[src/rtl/cmp_sweep_pkg.sv]
package cmp_sweep_pkg;
  parameter int CMP_W = 16;
  parameter int CNT_W = 8;

  typedef logic [CMP_W-1:0] cmp_t;
  typedef logic [CNT_W-1:0] cnt_t;

  typedef struct packed {
    logic rising;
    cmp_t val;
  } step_t;

  // One sweep step: asymmetric turn-around rules.
  function automatic step_t sweep_step(cmp_t v, logic rising, cmp_t lo, cmp_t hi);
    step_t r;
    if (rising) begin
      if (v < hi) begin r.rising = 1'b1; r.val = v + cmp_t'(1); end
      else        begin r.rising = 1'b0; r.val = v - cmp_t'(1); end
    end else begin
      if (v == lo) begin r.rising = 1'b1; r.val = v + cmp_t'(1); end
      else         begin r.rising = 1'b0; r.val = v - cmp_t'(1); end
    end
    return r;
  endfunction

  function automatic logic pulse_due(cnt_t cnt, cnt_t div);
    return cnt == div;
  endfunction
endpackage

[src/rtl/cmp_sweep_div.sv]
module cmp_sweep_div
  import cmp_sweep_pkg::*;
#(
  parameter cnt_t DIV_DEF = cnt_t'(1)
) (
  input  logic clk,
  input  logic rst_n,
  input  logic enable,
  input  logic tick,
  input  cnt_t div_in,
  output logic upd_evt,
  output cnt_t pcnt,
  output cnt_t div_q
);
  assign upd_evt = enable && tick && pulse_due(pcnt, div_q);

  always_ff @(posedge clk or negedge rst_n) begin
    if (!rst_n) begin
      pcnt  <= '0;
      div_q <= DIV_DEF;
    end else if (!enable) begin
      pcnt  <= '0;
      div_q <= div_in;
    end else if (tick) begin
      pcnt <= upd_evt ? '0 : pcnt + cnt_t'(1);
    end
  end
endmodule

[src/rtl/cmp_sweep_chan.sv]
module cmp_sweep_chan
  import cmp_sweep_pkg::*;
#(
  parameter cmp_t LO_DEF   = cmp_t'(0),
  parameter cmp_t HI_DEF   = cmp_t'(100),
  parameter bit   START_UP = 1'b1
) (
  input  logic clk,
  input  logic rst_n,
  input  logic enable,
  input  logic upd_evt,
  input  cmp_t lo_in,
  input  cmp_t hi_in,
  output cmp_t val_q,
  output logic rising_q,
  output cmp_t lo_q,
  output cmp_t hi_q
);
  localparam cmp_t START_DEF = START_UP ? LO_DEF : HI_DEF;

  step_t nxt;
  assign nxt = sweep_step(val_q, rising_q, lo_q, hi_q);

  always_ff @(posedge clk or negedge rst_n) begin
    if (!rst_n) begin
      lo_q     <= LO_DEF;
      hi_q     <= HI_DEF;
      val_q    <= START_DEF;
      rising_q <= START_UP;
    end else if (!enable) begin
      lo_q     <= lo_in;
      hi_q     <= hi_in;
      val_q    <= START_UP ? lo_in : hi_in;
      rising_q <= START_UP;
    end else if (upd_evt) begin
      val_q    <= nxt.val;
      rising_q <= nxt.rising;
    end
  end
endmodule

[src/rtl/cmp_sweeper.sv]
module cmp_sweeper
  import cmp_sweep_pkg::*;
#(
  parameter int   W       = CMP_W,
  parameter int   CW      = CNT_W,
  parameter cmp_t A_LO    = cmp_t'(200),
  parameter cmp_t A_HI    = cmp_t'(1800),
  parameter cmp_t B_LO    = cmp_t'(50),
  parameter cmp_t B_HI    = cmp_t'(1950),
  parameter cnt_t DIV_DEF = cnt_t'(1)
) (
  input  logic          clk,
  input  logic          rst_n,
  input  logic          enable,
  input  logic          tick,
  input  logic [W-1:0]  a_min,
  input  logic [W-1:0]  a_max,
  input  logic [W-1:0]  b_min,
  input  logic [W-1:0]  b_max,
  input  logic [CW-1:0] pulse_div,
  output logic          wr_stb,
  output logic [W-1:0]  cmp_a,
  output logic [W-1:0]  cmp_b,
  output logic          a_rising,
  output logic          b_rising
);
  localparam int NCH = 2;
  localparam cmp_t [NCH-1:0] LO_TAB = {B_LO, A_LO};
  localparam cmp_t [NCH-1:0] HI_TAB = {B_HI, A_HI};
  localparam bit   [NCH-1:0] UP_TAB = 2'b01;

  logic upd_evt;
  cnt_t pcnt;
  cnt_t div_q;
  cmp_t lo_in  [NCH];
  cmp_t hi_in  [NCH];
  cmp_t val_q  [NCH];
  cmp_t lo_q   [NCH];
  cmp_t hi_q   [NCH];
  logic rise_q [NCH];

  assign lo_in[0] = a_min;
  assign hi_in[0] = a_max;
  assign lo_in[1] = b_min;
  assign hi_in[1] = b_max;

  cmp_sweep_div #(.DIV_DEF(DIV_DEF)) u_div (
    .clk(clk), .rst_n(rst_n), .enable(enable), .tick(tick),
    .div_in(pulse_div), .upd_evt(upd_evt), .pcnt(pcnt), .div_q(div_q)
  );

  for (genvar g = 0; g < NCH; g++) begin : g_ch
    cmp_sweep_chan #(
      .LO_DEF(LO_TAB[g]), .HI_DEF(HI_TAB[g]), .START_UP(UP_TAB[g])
    ) u_ch (
      .clk(clk), .rst_n(rst_n), .enable(enable), .upd_evt(upd_evt),
      .lo_in(lo_in[g]), .hi_in(hi_in[g]),
      .val_q(val_q[g]), .rising_q(rise_q[g]), .lo_q(lo_q[g]), .hi_q(hi_q[g])
    );
  end

  always_ff @(posedge clk or negedge rst_n) begin
    if (!rst_n) wr_stb <= 1'b0;
    else        wr_stb <= upd_evt;
  end

  assign cmp_a    = val_q[0];
  assign cmp_b    = val_q[1];
  assign a_rising = rise_q[0];
  assign b_rising = rise_q[1];
endmodule


[config.mk]
export PLATFORM = sky130hd
export DESIGN_NAME = cmp_sweeper
export DESIGN_NICKNAME = d
export VERILOG_FILES = /design/src/rtl/cmp_sweep_pkg.sv /design/src/rtl/cmp_sweep_div.sv /design/src/rtl/cmp_sweep_chan.sv /design/src/rtl/cmp_sweeper.sv
export SDC_FILE = /design/constraint.sdc
export NUM_CORES = 1
export LEC_CHECK = 0
export ABC_AREA = 1
export BUFFER_PORTS_ARGS = -buffer_cell sky130_fd_sc_hd__clkbuf_2
export CORE_MARGIN = 2
export CORE_UTILIZATION = 55
export CTS_CLUSTER_SIZE = 10
export DETAILED_ROUTE_END_ITERATION = 8
export PLACE_DENSITY = 0.77
export RECOVER_POWER = 25
export SLEW_MARGIN = 20
export SYNTH_ARGS = -nofsm -noshare
export SYNTH_HDL_FRONTEND = slang
export SYNTH_HIERARCHICAL = 1
export SYNTH_SLANG_ARGS = --single-unit
export TNS_END_PERCENT = 1
[constraint.sdc]
create_clock -name clk -period 2.6 [get_ports clk]
set_input_delay 0.52 -clock clk [delete_from_list [all_inputs] [get_ports clk]]
set_output_delay 0.52 -clock clk [all_outputs]
set_load 0.03 [all_outputs]
Yosys cells after proc, flatten, opt, wreduce, memory -nomap -nowiden
Cells that the tools add are included.
{"block": "totals", "memories": 0, "elab_cells": 42, "latchBits": 0, "mem_bits_rw": 0, "out_inout_bits": 35, "ff_bits": 115, "input_bits": 76, "mem_bits_ro": 0}
{"block": "op_classes", "mul": 0, "muxes": 17, "addsub": 5, "n_eq_ne": 5, "div_mod_pow": 0, "n_reduce_logical": 2, "n_lt_le_gt_ge": 2, "n_shift": 0, "bitwise": 0}
{"op": "17-bit two-way mux", "count": 6}
{"op": "16-bit two-way mux", "count": 4}
{"op": "16-bit by 1-bit adder with 16-bit output (second input constant)", "count": 2}
{"op": "16-bit equality test", "count": 2}
{"op": "16-bit less-than comparator", "count": 2}
{"op": "16-bit by 1-bit subtractor with 16-bit output (second input constant)", "count": 2}
{"op": "8-bit two-way mux", "count": 3}
{"op": "8-bit by 1-bit adder with 8-bit output (second input constant)", "count": 1}
{"op": "8-bit equality test", "count": 1}
{"op": "1-bit two-way mux", "count": 4}
{"op": "2-bit by 1-bit inequality test with 1-bit output (second input constant)", "count": 2}
{"op": "1-bit logical AND", "count": 2}

Longest topological paths before layout
{"block": "logic_depth", "ltp_word": 5, "ltp_mapped": 16, "mapped_depth_nobuf": 15}

Hierarchy
The synthesis kept the hierarchy.
{"module": "cmp_sweep_chan at g_ch[1].u_ch", "instances": 1, "area_each_um2": 3409.5, "cells_per_inst": 489, "seq_area_each_um2": 1249.9}
{"module": "cmp_sweep_chan at g_ch[0].u_ch", "instances": 1, "area_each_um2": 3306.9, "cells_per_inst": 449, "seq_area_each_um2": 1239.9}
{"module": "cmp_sweep_div", "instances": 1, "area_each_um2": 893.4, "cells_per_inst": 122, "seq_area_each_um2": 401.6}
{"module": "cmp_sweeper", "instances": 1, "area_each_um2": 25.0, "cells_per_inst": 1, "seq_area_each_um2": 25.0}

Least setup slack after synthesis
OpenSTA, ideal clock, no wires.
{"block": "synth_timing", "kind": "register -> register", "startpoint": "register g_ch[0].u_ch.val_q[13]", "endpoint": "register g_ch[0].u_ch.val_q[11]", "stages_incl_launch_ff": 13, "setup_ps": 124, "n_path_buf": 1, "period_less_slack_ps": 1929, "arrival_ps": 1805, "slack_ps": 671, "t_required_ps": 2476, "cell_sequence": "dfrtp_1 ha_1 nand2_1 inv_1 o21bai_1 nand2_1 a21oi_1 nand2_2 nand2_4 buf_8 o21ai_1 o211ai_1 nand2_1"}
{"block": "synth_between", "elab_chain_len": 5, "word_cells_on_any_way": 7, "classes_between": "1 x order compare; 1 x eq/ne; 5 x mux"}
{"element": "start: declaration", "line_no": "cmp_sweep_chan.sv:14", "rtl": "output cmp_t val_q,"}
{"element": "start signal: assignment", "line_no": "cmp_sweep_chan.sv:33", "rtl": "val_q <= START_UP ? lo_in : hi_in;"}
{"element": "start signal: assignment", "line_no": "cmp_sweep_chan.sv:36", "rtl": "val_q <= nxt.val;"}
{"element": "16-bit less-than comparator or 16-bit equality test (tied branches)", "line_no": "cmp_sweep_pkg.sv:17, cmp_sweep_pkg.sv:20"}
{"element": "17-bit two-way mux (on tied branches)", "line_no": "cmp_sweep_pkg.sv:17, cmp_sweep_pkg.sv:20"}
{"element": "17-bit two-way mux (*)", "line_no": "cmp_sweep_pkg.sv:16", "rtl": "if (rising) begin"}
{"element": "16-bit two-way mux (*)", "line_no": "cmp_sweep_chan.sv:35", "rtl": "end else if (upd_evt) begin"}
{"element": "16-bit two-way mux (*)", "line_no": "cmp_sweep_chan.sv:30", "rtl": "end else if (!enable) begin"}
Mark *: on every way between the ends. The rest lies on a longest branch, timed or not. The select of a mux whose other input is x is not followed.
A chain may end at the register's enable or synchronous reset.

Worst setup path in the final report
{"block": "layout_timing", "startpoint": "register u_div.div_q[0]", "endpoint": "register g_ch[0].u_ch.val_q[5]"}
{"block": "layout_between", "elab_chain_len": 3}
{"element": "start: declaration", "line_no": "cmp_sweep_div.sv:13", "rtl": "output cnt_t div_q"}
{"element": "start signal: assignment", "line_no": "cmp_sweep_div.sv:23", "rtl": "div_q <= div_in;"}
{"element": "8-bit equality test", "line_no": "cmp_sweep_pkg.sv:27", "rtl": "return cnt == div;"}
{"element": "1-bit logical AND", "line_no": "cmp_sweep_div.sv:15", "rtl": "assign upd_evt = enable && tick && pulse_due(pcnt, div_q);"}
{"element": "named net upd_evt", "line_no": "cmp_sweeper.sv:32", "rtl": "logic upd_evt;"}
{"element": "2-bit by 1-bit inequality test with 1-bit output (no source line)"}
The timed path passes the listed nets, and every way through them passes these cells.

==> impl_results.md <==
- Synthesized cell area: 7630 um^2
- Seq cells post-synth: about 120
- Worst Hold Margin: between 0.2 and 0.3 ns
- Clock sink count: about 120
- Sequential power share: 36.5%
- Final min period: 2.37 ns
- Wire per inst: 14.0 um
- Setup WS post-layout: 0.229 ns
- Antenna-violating nets left: 0
- Congestion Overflow GR: 0
- Rel. slew slack: -9.36%
- Synth unique cells: 37
- Complex-gate fraction of the synthesized area: 9.19%
- Vias in the first global route: 6677
- Net Count, Synth: 1172
- Number of I/O pins: 111
- Leak Pwr: 4.77 nW
- Total Wirelength: roughly 19 mm
- Cells after synthesis: 1061
- Tot GR Track Use: between 20% and 30%
- Number of hold buffers added after cts: 0
- Top post-synthesis cells by area: dfrtp_1, nand2_1, dfstp_2
- Final clock period utilization by the worst path: about 91%
- Dpl ws: 0.208 ns
- Startpoint types: register
- Status: complete, but fails checks
- Failing checks: capacitance limit, slew limit
- Final setup vio count: 0
- Logic pwr share: 19.9%
- Max H-tree Level: 4
- DP Area: 8370 um^2
- Register area: ~2900 um^2
- Antenna violations before repair: 0
- Cell Int Power: 0.00413 W
- EDFF count, synth: 0
- Layout cell share with drive strength beyond 1: about a fifth
- Clock power share: 43.6%
- Xor-xnor portion of the synthesized cell area: 7.34%
- Actual slew at the worst max-slew pin: 1.64 ns
- Max IR drop VDD: 439 uV
- Commonest cells post-synth: nand2_1, inv_1, dfrtp_1
- Top FF cell, synth: dfrtp_1
- Count of final hold-check violations: 0
- PortBufs: 110
- WS Path Type: reg -> reg
- Mux cell area share after synthesis: 0%
- Via count: 7072
- CTS Buf Count: 17
- Full die area: about 15000 um^2
- Fin area: 9010 um^2
- CTS root buf: clkbuf_16
- Average size of a mapped cell: 7.20 um^2
- Die Width: 122 um
- Yosys top cell by area: dfrtp_1
- Worst Skew: 0.0106 ns
- Worst setup path start: u_div/div_q[0]$_DFFE_PN1N_
- DP Wirelength: around 14 mm
- Pins over their slew limit: 26
- Net Switching: 0.00171 W
- FF-to-FF Start: u_div/div_q[0]$_DFFE_PN1N_
- Synth top area share: 27.5%
- Die Ht: 122 um
- Post-synthesis sequential area ratio: 38.2%
- Largest net degree at the start of global routing: between 80 and 90
- Post-DR vias/cell: 5.20
- Worst setup EP type: register
- Hold WC Path Type: in -> reg
- Gp weighted congestion: 0.944
- PwrDens: roughly 650 nW/um^2
- RSZ-0062 raised after global routing: false
- Filler Cell Count: 1254
- # Post-CTS Setup Buffers: 0
- Global-route wire length before repair: approximately 32 mm
- Most numerous cell in the Yosys netlist: nand2_1
- Area Growth Syn to Fin: 18.0%
- Adder-Cell Fraction of Synth Area: 5.74%
- Area of the multi-input gates: a little under 4000 um^2
- CTS tree: yes
- Clk Latency, worst-skew pair: 0.41 ns
- Max_cap viols: 1
- PostCTS Resize Cnt: 0
- Worst-path clk slew: 0.06 ns
- Crit path required time: 2.95 ns
- Core Rows: 43
- Net Sw Frac: 29.3%
- N_diodes: 0
- Worst Hold Launch: a_max[0]
- Layout Nets: 1278
- First-pass iteration count of the detailed router: 5
- Largest family of logic cells by synthesized area: simple AND/OR/NAND/NOR gates
- Crit path max fanout: 11
- Detailed Route Iter0 Violations: 504
- Yosys warns: 6
- Setup tns final: 0 ns
- Simple-gate area share of the yosys netlist: 29.1%
- Core area: 13700 um^2
- Data arrival, critical path: between 2 and 3 ns
- FFs w/ async S/R, synth: 100%
- Starting Density: 55.6%
- F_max: between 400 and 500 MHz
- DRC Markers: 0
- Clk buf depth: 2
## stage by stage
step                      power [W]  utilization [%]  instances
after global placement      0.00328             61.0       1328
after global routing        0.00614             65.7       1360
after CTS                   0.00588             65.7       1360
final                       0.00585             65.7       1360
after detailed placement    0.00331             61.0       1328
after floorplan             0.00295                -       1061
## state kept, by name, summed over array words and instances (netlist names)
| signal | count |
|---|---|
| u_div/pcnt | 8 |
| u_div/div_q | 8 |
| g_ch.u_ch/rising_q | 2 |
| g_ch.u_ch/val_q | 32 |
| g_ch.u_ch/hi_q | 32 |
| wr_stb | 1 |
| g_ch.u_ch/lo_q | 32 |
## kinds of logic (layout without fill, tap and decap cells)
logic type / count (synthesis) / count (layout)
buf+inv: 195 / 314
flops: 115 / 115
xor+xnor: 64 / 64
fa+ha+maj: 35 / 35
compound gates: 129 / 129
simple gates: 523 / 523
## final cells by class
type | instances | share of cell area, %
Clock buffer | 22 | 5.15
Clock inverter | 10 | 1.99
Inverter | 154 | 6.46
Multi-Input combinational cell | 751 | 43.5
Sequential cell | 115 | 32.4
Tap cell | 180 | 2.50
Timing Repair Buffer | 128 | 8.01
## layout by cell type, fill, tap and decap left out, types with 2 or more instances in the layout
master and n:
nand2_1 349, inv_1 140, clkbuf_2 109, dfrtp_1 84
o21ai_0 70, nor2_1 58, nand3_1 57, xor2_1 51
ha_1 35, dfstp_2 31, clkbuf_16 17, o22ai_1 16
a21oi_1 15, o21ai_1 15, buf_4 15, inv_2 13
xnor2_1 13, nand4_1 13, nor3_1 12, nor2_2 10
bufinv_16 5, nand2_2 5, clkbuf_1 4, clkinv_2 4
o21bai_1 4, o211ai_1 4, nand3b_1 4, nor4_1 3
nor2_4 3, nor3_2 3, o221ai_1 3, buf_12 3
clkbuf_8 2, a211oi_1 2, nand3_2 2, nand2_4 2
## worst paths after layout
path                                                          end  slack [ns]  cells after the start
worst max-delay path            g_ch[0].u_ch/val_q[5]$_DFFE_PN0P_        0.23                     12
worst max register to register  g_ch[0].u_ch/val_q[5]$_DFFE_PN0P_        0.23                     12
min in group asynchronous       g_ch[1].u_ch/hi_q[11]$_DFFE_PN0N_        0.52                      1
worst min register to register   g_ch[1].u_ch/lo_q[1]$_DFFE_PN1N_        0.47                      2
max in group asynchronous        g_ch[1].u_ch/lo_q[4]$_DFFE_PN1N_        1.04                      2
worst min-delay path             g_ch[0].u_ch/hi_q[0]$_DFFE_PN0N_        0.30                      3
## power by group through the flow
stage          registers (W)  logic, W  clock network (W)
2_1_floorplan        0.00220  0.000749                  0
3_3_place_gp         0.00215   0.00112                  0
3_5_place_dp         0.00216   0.00115                  0
4_1_cts              0.00213   0.00116            0.00259
5_1_grt              0.00215   0.00131            0.00267
6_report             0.00213   0.00116            0.00255
## metal layers
layer	part of all wire (%)	vias to the layer above	GRT usage [%]
met2	49	183	45.8
met4	2.0	0	9.63
li1	-	3552	-
met1	45	3306	36.9
met3	4.8	31	3.42
met5	0	-	0
## critical path, cell delays in order, from the launching register on
cell and delay (ns):
dfstp_2 0.52, nand2_1 0.05, nand2_1 0.07, nand2_1 0.07, nor2_2 0.16, nand2_4 0.11
nor2_1 0.37, nand2_1 0.27, clkinvlp_4 0.26, nand3_1 0.14, o21ai_0 0.09, o21ai_0 0.11
nand2_1 0.07
Note: power is estimated with default switching activity, not from simulation.
